## config.mk

```make
export PLATFORM = sky130hd
export DESIGN_NAME = tbdec_unit
export DESIGN_NICKNAME = d
export VERILOG_FILES = /design/src/rtl/tbdec_pkg.sv /design/src/rtl/tbdec_timebase.sv /design/src/rtl/tbdec_decr.sv /design/src/rtl/tbdec_pend_fsm.sv /design/src/rtl/tbdec_unit.sv
export SDC_FILE = /design/constraint.sdc
export NUM_CORES = 1
export LEC_CHECK = 0
export BUFFER_PORTS_ARGS = -buffer_cell sky130_fd_sc_hd__buf_2
export CAP_MARGIN = 10
export CORE_UTILIZATION = 60
export DETAILED_ROUTE_END_ITERATION = 10
export PLACE_DENSITY = 0.83
export SETUP_SLACK_MARGIN = 0.1
export SLEW_MARGIN = 20
export SYNTH_ARGS = -nofsm -noshare
export SYNTH_HDL_FRONTEND = slang
export SYNTH_SLANG_ARGS = --single-unit
export TNS_END_PERCENT = 1
```

## constraint.sdc

```tcl
create_clock -name clk -period 3.8 [get_ports clk]
set_clock_uncertainty 0.1 [all_clocks]
set_input_delay 0.57 -clock clk [delete_from_list [all_inputs] [get_ports clk]]
set_output_delay 0.57 -clock clk [all_outputs]
set_load 0.05 [all_outputs]
```

## src/rtl/tbdec_pkg.sv

```systemverilog
package tbdec_pkg;

    typedef enum logic [1:0] {
        SEL_TB_LO = 2'd0,
        SEL_TB_HI = 2'd1,
        SEL_DEC   = 2'd2,
        SEL_NONE  = 2'd3
    } reg_sel_e;

    typedef enum logic {
        PEND_IDLE   = 1'b0,
        PEND_RAISED = 1'b1
    } pend_state_e;

endpackage

```

## src/rtl/tbdec_timebase.sv

```systemverilog
module tbdec_timebase #(
    parameter int          WORD_W   = 32,
    parameter bit          RTC_EN   = 1'b1,
    parameter logic [31:0] RTC_MASK = 32'h3FFF_FF80
) (
    input  logic              clk,
    input  logic              rst_n,
    input  logic              tick,
    input  logic              rtc_mode,
    input  logic              wr_lo,
    input  logic              wr_hi,
    input  logic [WORD_W-1:0] wdata,
    output logic [WORD_W-1:0] lo_view,
    output logic [WORD_W-1:0] hi_view
);
    localparam int TB_W = 2 * WORD_W;

    logic [TB_W-1:0]   tb_q;
    logic [WORD_W-1:0] lo_mask;

    generate
        if (RTC_EN) begin : g_rtc
            assign lo_mask = rtc_mode ? RTC_MASK[WORD_W-1:0] : '1;
        end else begin : g_plain
            assign lo_mask = '1;
        end
    endgenerate

    always_ff @(posedge clk) begin
        if (!rst_n) begin
            tb_q <= '0;
        end else if (wr_lo) begin
            tb_q[WORD_W-1:0] <= wdata & lo_mask;
        end else if (wr_hi) begin
            tb_q[TB_W-1:WORD_W] <= wdata;
        end else if (tick) begin
            tb_q <= tb_q + 1'b1;
        end
    end

    assign lo_view = tb_q[WORD_W-1:0] & lo_mask;
    assign hi_view = tb_q[TB_W-1:WORD_W];

    AST_TB_STEP: assert property (@(posedge clk) disable iff (!rst_n)
        (tick && !wr_lo && !wr_hi) |=> (tb_q == $past(tb_q) + 1'b1));
    AST_HI_WRITE_KEEPS_LO: assert property (@(posedge clk) disable iff (!rst_n)
        (wr_hi && !wr_lo) |=> (tb_q[WORD_W-1:0] == $past(tb_q[WORD_W-1:0])));
    AST_LO_WRITE_KEEPS_HI: assert property (@(posedge clk) disable iff (!rst_n)
        wr_lo |=> (tb_q[TB_W-1:WORD_W] == $past(tb_q[TB_W-1:WORD_W])));

endmodule

```

## src/rtl/tbdec_decr.sv

```systemverilog
module tbdec_decr #(
    parameter int DEC_W = 32
) (
    input  logic             clk,
    input  logic             rst_n,
    input  logic             tick,
    input  logic             wr,
    input  logic [DEC_W-1:0] wdata,
    output logic [DEC_W-1:0] count,
    output logic             raise
);
    localparam int MSB = DEC_W - 1;

    logic [DEC_W-1:0] cnt_q;
    logic             expire;
    logic             sign_flip;

    assign expire    = tick && !wr && (cnt_q == '0);
    assign sign_flip = wr && wdata[MSB] && !cnt_q[MSB];
    assign raise     = expire || sign_flip;

    always_ff @(posedge clk) begin
        if (!rst_n) begin
            cnt_q <= '1;
        end else if (wr) begin
            cnt_q <= wdata;
        end else if (tick) begin
            cnt_q <= cnt_q - 1'b1;
        end
    end

    assign count = cnt_q;

    AST_RELOAD_ON_EXPIRY: assert property (@(posedge clk) disable iff (!rst_n)
        (tick && !wr && cnt_q == '0) |=> (cnt_q == '1));
    AST_DEC_STEP: assert property (@(posedge clk) disable iff (!rst_n)
        (tick && !wr) |=> (cnt_q == $past(cnt_q) - 1'b1));
    AST_WRITE_WINS: assert property (@(posedge clk) disable iff (!rst_n)
        wr |=> (cnt_q == $past(wdata)));

endmodule

```

## src/rtl/tbdec_pend_fsm.sv

```systemverilog
module tbdec_pend_fsm
    import tbdec_pkg::*;
(
    input  logic clk,
    input  logic rst_n,
    input  logic raise,
    input  logic clr,
    output logic pending
);
    pend_state_e state_q;
    pend_state_e state_d;

    always_comb begin
        state_d = state_q;
        unique case (state_q)
            PEND_IDLE:   if (raise)        state_d = PEND_RAISED;
            PEND_RAISED: if (clr && !raise) state_d = PEND_IDLE;
            default:     state_d = PEND_IDLE;
        endcase
    end

    always_ff @(posedge clk) begin
        if (!rst_n) state_q <= PEND_IDLE;
        else        state_q <= state_d;
    end

    always_comb begin
        pending = (state_q == PEND_RAISED);
    end

    AST_RAISE_SETS: assert property (@(posedge clk) disable iff (!rst_n)
        raise |=> pending);
    AST_CLR_DROPS: assert property (@(posedge clk) disable iff (!rst_n)
        (clr && !raise) |=> !pending);
    AST_NO_SPURIOUS: assert property (@(posedge clk) disable iff (!rst_n)
        (!raise && !pending) |=> !pending);

endmodule

```

## src/rtl/tbdec_unit.sv

```systemverilog
module tbdec_unit
    import tbdec_pkg::*;
#(
    parameter int          WORD_W   = 32,
    parameter bit          RTC_EN   = 1'b1,
    parameter logic [31:0] RTC_MASK = 32'h3FFF_FF80
) (
    input  logic              clk,
    input  logic              rst_n,
    input  logic              tick,
    input  logic              rtc_mode,
    input  logic              reg_wr,
    input  logic [1:0]        reg_sel,
    input  logic [WORD_W-1:0] reg_wdata,
    output logic [WORD_W-1:0] reg_rdata,
    input  logic              irq_clr,
    output logic              irq_pending
);
    reg_sel_e          sel;
    logic              wr_lo, wr_hi, wr_dec;
    logic [WORD_W-1:0] tb_lo, tb_hi, dec_cnt;
    logic              dec_raise;

    assign sel    = reg_sel_e'(reg_sel);
    assign wr_lo  = reg_wr && (sel == SEL_TB_LO);
    assign wr_hi  = reg_wr && (sel == SEL_TB_HI);
    assign wr_dec = reg_wr && (sel == SEL_DEC);

    tbdec_timebase #(
        .WORD_W   (WORD_W),
        .RTC_EN   (RTC_EN),
        .RTC_MASK (RTC_MASK)
    ) u_tb (
        .clk      (clk),
        .rst_n    (rst_n),
        .tick     (tick),
        .rtc_mode (rtc_mode),
        .wr_lo    (wr_lo),
        .wr_hi    (wr_hi),
        .wdata    (reg_wdata),
        .lo_view  (tb_lo),
        .hi_view  (tb_hi)
    );

    tbdec_decr #(
        .DEC_W (WORD_W)
    ) u_dec (
        .clk   (clk),
        .rst_n (rst_n),
        .tick  (tick),
        .wr    (wr_dec),
        .wdata (reg_wdata),
        .count (dec_cnt),
        .raise (dec_raise)
    );

    tbdec_pend_fsm u_pend (
        .clk     (clk),
        .rst_n   (rst_n),
        .raise   (dec_raise),
        .clr     (irq_clr),
        .pending (irq_pending)
    );

    always_comb begin
        unique case (sel)
            SEL_TB_LO: reg_rdata = tb_lo;
            SEL_TB_HI: reg_rdata = tb_hi;
            SEL_DEC:   reg_rdata = dec_cnt;
            default:   reg_rdata = '0;
        endcase
    end

    AST_SIGN_FLIP_RAISES: assert property (@(posedge clk) disable iff (!rst_n)
        (wr_dec && reg_wdata[WORD_W-1] && !dec_cnt[WORD_W-1]) |=> irq_pending);
    AST_NONE_READS_ZERO: assert property (@(posedge clk) disable iff (!rst_n)
        (sel == SEL_NONE) |-> (reg_rdata == '0));

endmodule

```

Word level (Yosys, flattened, before mapping)
Cells that the tools add are included.
{ "classes": {"n_addsub": 2, "n_eq_ne": 3, "muxes": 11, "n_bitwise": 4, "reduce_logical": 19} }
{ "op_table": {"columns": ["op", "count"], "rows": [
  ["two-way mux 32 bit", 6],
  ["one-hot mux 32 bit (3 select lines)", 1],
  ["adder 64 x 1 -> 64 bit, second input constant", 1],
  ["AND 32 bit", 2],
  ["two-way mux 64 bit", 1],
  ["zero test 32 bit", 1],
  ["subtractor 32 x 1 -> 32 bit, second input constant", 1],
  ["logical AND 1 bit", 8],
  ["nonzero test 2 bit", 3],
  ["AND reduction 2 bit", 2],
  ["zero test 1 bit", 3],
  ["equality test 2 x 1 -> 1 bit, second input constant", 1],
  ["equality test 2 bit, second input constant", 1],
  ["zero test 2 bit", 1],
  ["two-way mux 1 bit", 2],
  ["inequality test 2 x 1 -> 1 bit, second input constant", 1],
  ["inverter 1 bit", 2],
  ["one-hot mux 1 bit (2 select lines)", 1],
  ["logical OR 1 bit", 1]
]} }
{ "totals": {"register_bits": 97, "in_bits": 40, "output_inout_bits": 33} }

Depth between registers and ports, before layout
{ "logic_depth": {"depth_word": 10, "mapped_depth": 9, "ltp_nobuf": 8} }

By module
From an unflattened synthesis, not the netlist that was laid out.
{ "hier_totals": {"hier_cells": 954, "area_unflattened_um2": 7359.6} }
{ "by_module_without_submodules": {"columns": ["module", "n_inst", "cells_each", "area_each_um2", "seq_area_each_um2"], "rows": [
  ["tbdec_timebase", 1, 611, 4475.5, 1281.2],
  ["tbdec_decr", 1, 260, 2093.3, 640.6],
  ["tbdec_unit", 1, 80, 749.5, 0.0],
  ["tbdec_pend_fsm", 1, 3, 41.3, 20.0]
]} }

Worst setup path after synthesis
OpenSTA, ideal clock, no wires.
{ "synth_timing": {"kind": "input to output", "startpoint": "in reg_sel[1]", "endpoint": "out reg_rdata[13]", "arrival_time_ns": 2.434, "setup_slack_ns": 0.696, "path_stages": 4, "cell_sequence": "buf_2 > clkbuf_1 > mux2i_1 > o21ai_0"} }
{ "synth_between": {"elab_chain_cells": 2, "elab_cells_between_ends": 4, "cone_classes": "eq/ne: 2; mux: 1; reduce/logical: 1"} }
{ "synth_lines": {"columns": ["element", "line_no", "rtl"], "rows": [
  ["start, declared", "tbdec_unit.sv:13", "input logic [1:0] reg_sel,"],
  ["equality test 2 bit (tied with other cells)", "tbdec_unit.sv:66", "unique case (sel)"],
  ["one-hot mux 32 bit (3 select lines) *", "tbdec_unit.sv:66", null],
  ["end, declared", "tbdec_unit.sv:15", "output logic [WORD_W-1:0] reg_rdata,"]
]} }
Mark *: on every way between the ends. The rest lies on a longest branch, timed or not.

Worst setup path in the final report
{ "layout_timing": {"startpoint": "in reg_sel[1]", "endpoint": "out reg_rdata[5]"} }
Same word-level chain as after synthesis.

==> impl_metrics.env <==
export IMPL_gr_total_overflow=0
export IMPL_critPathBufInv=3
export IMPL_die_h_um=102
export IMPL_clockBufferDepth=2
export IMPL_endpoint_kind="output port"
export IMPL_path_class="in2out"
export IMPL_synth_seq_cells=97
export IMPL_synthFlopType="dfxtp_1"
export IMPL_hold_buffers=0
export IMPL_grt_pass1_vias=6145
export IMPL_ctsRootBufferMaster="clkbuf_8"
export IMPL_synth_xor_xnor_area_share=0.104
export IMPL_synth_top_cell_by_area="dfxtp_1"
export IMPL_setup_viol=0
export IMPL_syn_inst=796
export IMPL_worstPathArrival_ns=2.47
export IMPL_ios=73
export IMPL_hold_viol=0
export IMPL_route_detailed_drc=0
export IMPL_p_sw_mw=0.706
export IMPL_grt_pass1_wl_um=29900
export IMPL_ant_nets=0
export IMPL_intPower_mw=1.43
export IMPL_power_frac_seq=0.529
export IMPL_mappedNetlistNets=838
export IMPL_synth_compound_area_frac=0.190
export IMPL_gp_congestion=0.967
export IMPL_cap_viol_max_count=0
export IMPL_comb_power_share=0.183
export IMPL_hp_class="in2reg"
export IMPL_area_growth_pct=10.1
export IMPL_multiInputGateArea_sq_mm=0.00381
export IMPL_regArea_sq_mm=0.00194
export IMPL_path_cells="buf_2 -> buf_4 -> nor2b_1 -> nand2_1 -> o21ai_0 -> buf_2"
export IMPL_crit_path_max_incr_delay_ns=0.72
export IMPL_slew_headroom=0.388
export IMPL_synth_most_common_cell="dfxtp_1"
export IMPL_layout_min_cycle_time_ns=3.14
export IMPL_synth_mux_area_frac=0.0403
export IMPL_clock_fmax_ghz=0.319
export IMPL_worst_setup_path_start_kind="input port"
export IMPL_powerDensity_mw_per_mm2=324
export IMPL_cts_tree="yes"
export IMPL_synth_async_reset_ratio=0
export IMPL_cts_sinks=97
export IMPL_netlist_area_sq_mm=0.00599
export IMPL_tns_ns=0
export IMPL_drive_gt1_frac=0.138
export IMPL_yosysWarnings=0
export IMPL_antenna_found_initial=0
export IMPL_grt_max_degree=59
export IMPL_slowest_stage="nor2b_1"
export IMPL_firstDrtPassIters=6
export IMPL_wl_um=18700
export IMPL_rsz0062_at_grt="false"
export IMPL_worst_pin_slew_ns=0.905
export IMPL_grt_use_total=0.372
export IMPL_synth_top_area_frac=0.324
export IMPL_fp_dieW_um=102
export IMPL_cellLeakagePower_nw=2.30
export IMPL_p_clk_frac=0.288
export IMPL_status="completed"
export IMPL_insertion_delay_ns=0.37
export IMPL_cp_required_ns=3.13
export IMPL_synth_top_family_by_area="simple AND/OR/NAND/NOR gates"
export IMPL_crit_family="buffers and inverters"
export IMPL_core_area_sq_mm=0.00973
export IMPL_initial_core_util=0.616
export IMPL_nets=887
export IMPL_ys_seq_area_frac=0.324
export IMPL_yosys_area_share_simple=0.297
export IMPL_switching_share=0.330
export IMPL_slew_viol_final=0
export IMPL_placementRows=36
export IMPL_ctsResizeCount=0
export IMPL_vias_per_cell=6.55
export IMPL_via_count=6428
export IMPL_synthAdderAreaFrac=0.00418
export IMPL_avgSynthCellArea_sq_um=7.52
export IMPL_avgRoutedWirePerCell_um=19.1
export IMPL_fillers=880
export IMPL_portBuffers=72
export IMPL_synthTopCellsByArea="dfxtp_1 32%, o21ai_0 7.1%, xnor2_1 5.8%"
export IMPL_drtIter0Drc=586
export IMPL_synth_edf_count=0
export IMPL_hpwl_um=13100
export IMPL_ir_drop_uv=176
export IMPL_cp_max_fo=34
export IMPL_synth_common_cells="97 x dfxtp_1, 86 x nor2_1, 85 x o21ai_0"
export IMPL_synth_distinct_cells=55
export IMPL_antennaDiodeCount=0
export IMPL_cts_buffers=9
export IMPL_htree_levels=3
export IMPL_clk_pin_slew_ns=0.08
export IMPL_period_share=0.826
export IMPL_die_area_sq_mm=0.0104
export IMPL_postLayoutCellArea_sq_mm=0.00660
export IMPL_crit_top_cell="buf_2"
export IMPL_cts_setup_buffers=0
export IMPL_dpl_cell_area_sq_mm=0.00644
-- metal layers --
layer / up-vias / wire length [um] / track usage / part of all wire
met4: 0 / 660 / 0.204 / 0.035
met2: 384 / 8850 / 0.620 / 0.47
met3: 51 / 1680 / 0.0499 / 0.090
met1: 3029 / 7510 / 0.467 / 0.40
met5: - / 0 / 0 / 0
li1: 2964 / - / - / -
-- power by group through the flow --
stage | clock network, mW | registers (mW) | logic [mW]
6_report | 0.616 | 1.13 | 0.391
5_1_grt | 0.667 | 1.14 | 0.418
4_1_cts | 0.614 | 1.13 | 0.385
3_5_place_dp | 0 | 1.15 | 0.384
3_3_place_gp | 0 | 1.15 | 0.375
2_1_floorplan | 0 | 1.13 | 0.277
-- kinds of logic (layout without fill, tap and decap cells) --
family	Yosys count	in the layout
and+or+nand+nor	342	342
AOI/OAI and AO/OA	197	197
DFF	97	97
xor gates and xnor gates	71	71
buffers and inverters	63	115
muxes	24	24
adders and majority gates	2	2
-- state kept, by name (all words and copies together) (netlist names) --
name	cells
u_pend.pending	1
u_tb.tb_q	64
u_dec.count	32
-- through the flow --
step	instances	power [mW]	utilization	setup WS [ns]	hold slack [ns]
detailed placement	967	1.53	0.662	0.585	0.414
finish	981	2.14	0.678	0.661	0.365
global route	981	2.22	0.678	0.579	0.366
CTS	981	2.13	0.678	0.736	0.361
global placement	967	1.52	0.662	0.704	0.409
floorplan	796	1.41	-	0.696	0.373
-- worst reg2reg max path: cells and delay by family (launching register included) --
kind / cells / cell delay (ns)
compound gates: 2 / 0.34
flops: 1 / 0.55
simple gates: 3 / 1.65
buf+inv: 1 / 0.18
-- path summary, 6_finish.rpt --
kind              depth (start not counted)                     endpoint  slack [ns]                       start
setup reg to reg                          6   u_tb.tb_q[62]$_SDFFE_PN0P_        0.88  u_tb.tb_q[25]$_SDFFE_PN0P_
setup / recovery                          6                 reg_rdata[5]        0.66                  reg_sel[1]
hold / removal                            3  u_dec.count[1]$_SDFFE_PN1P_        0.36                reg_wdata[1]
hold reg to reg                           2   u_tb.tb_q[29]$_SDFFE_PN0P_        0.43  u_tb.tb_q[29]$_SDFFE_PN0P_
-- cell type report --
class / instances / share of cell area
Clock buffer: 11 / 0.0214
Clock inverter: 3 / 0.00285
Inverter: 16 / 0.00910
Multi-Input combinational cell: 636 / 0.578
Sequential cell: 97 / 0.294
Tap cell: 133 / 0.0252
Timing Repair Buffer: 85 / 0.0694
-- layout by cell type (no fill, tap or decap), drive strengths merged, types with 22 or more instances in the layout --
cell,count
buf,85
a21oi,59
o21ai,85
xnor2,40
nor2,86
xor2,31
nor4,22
nand2,81
mux2i,23
nand4,24
nand3,32
nor3,30
dfxtp,97
No activity file was read; power rests on OpenSTA's default activity.
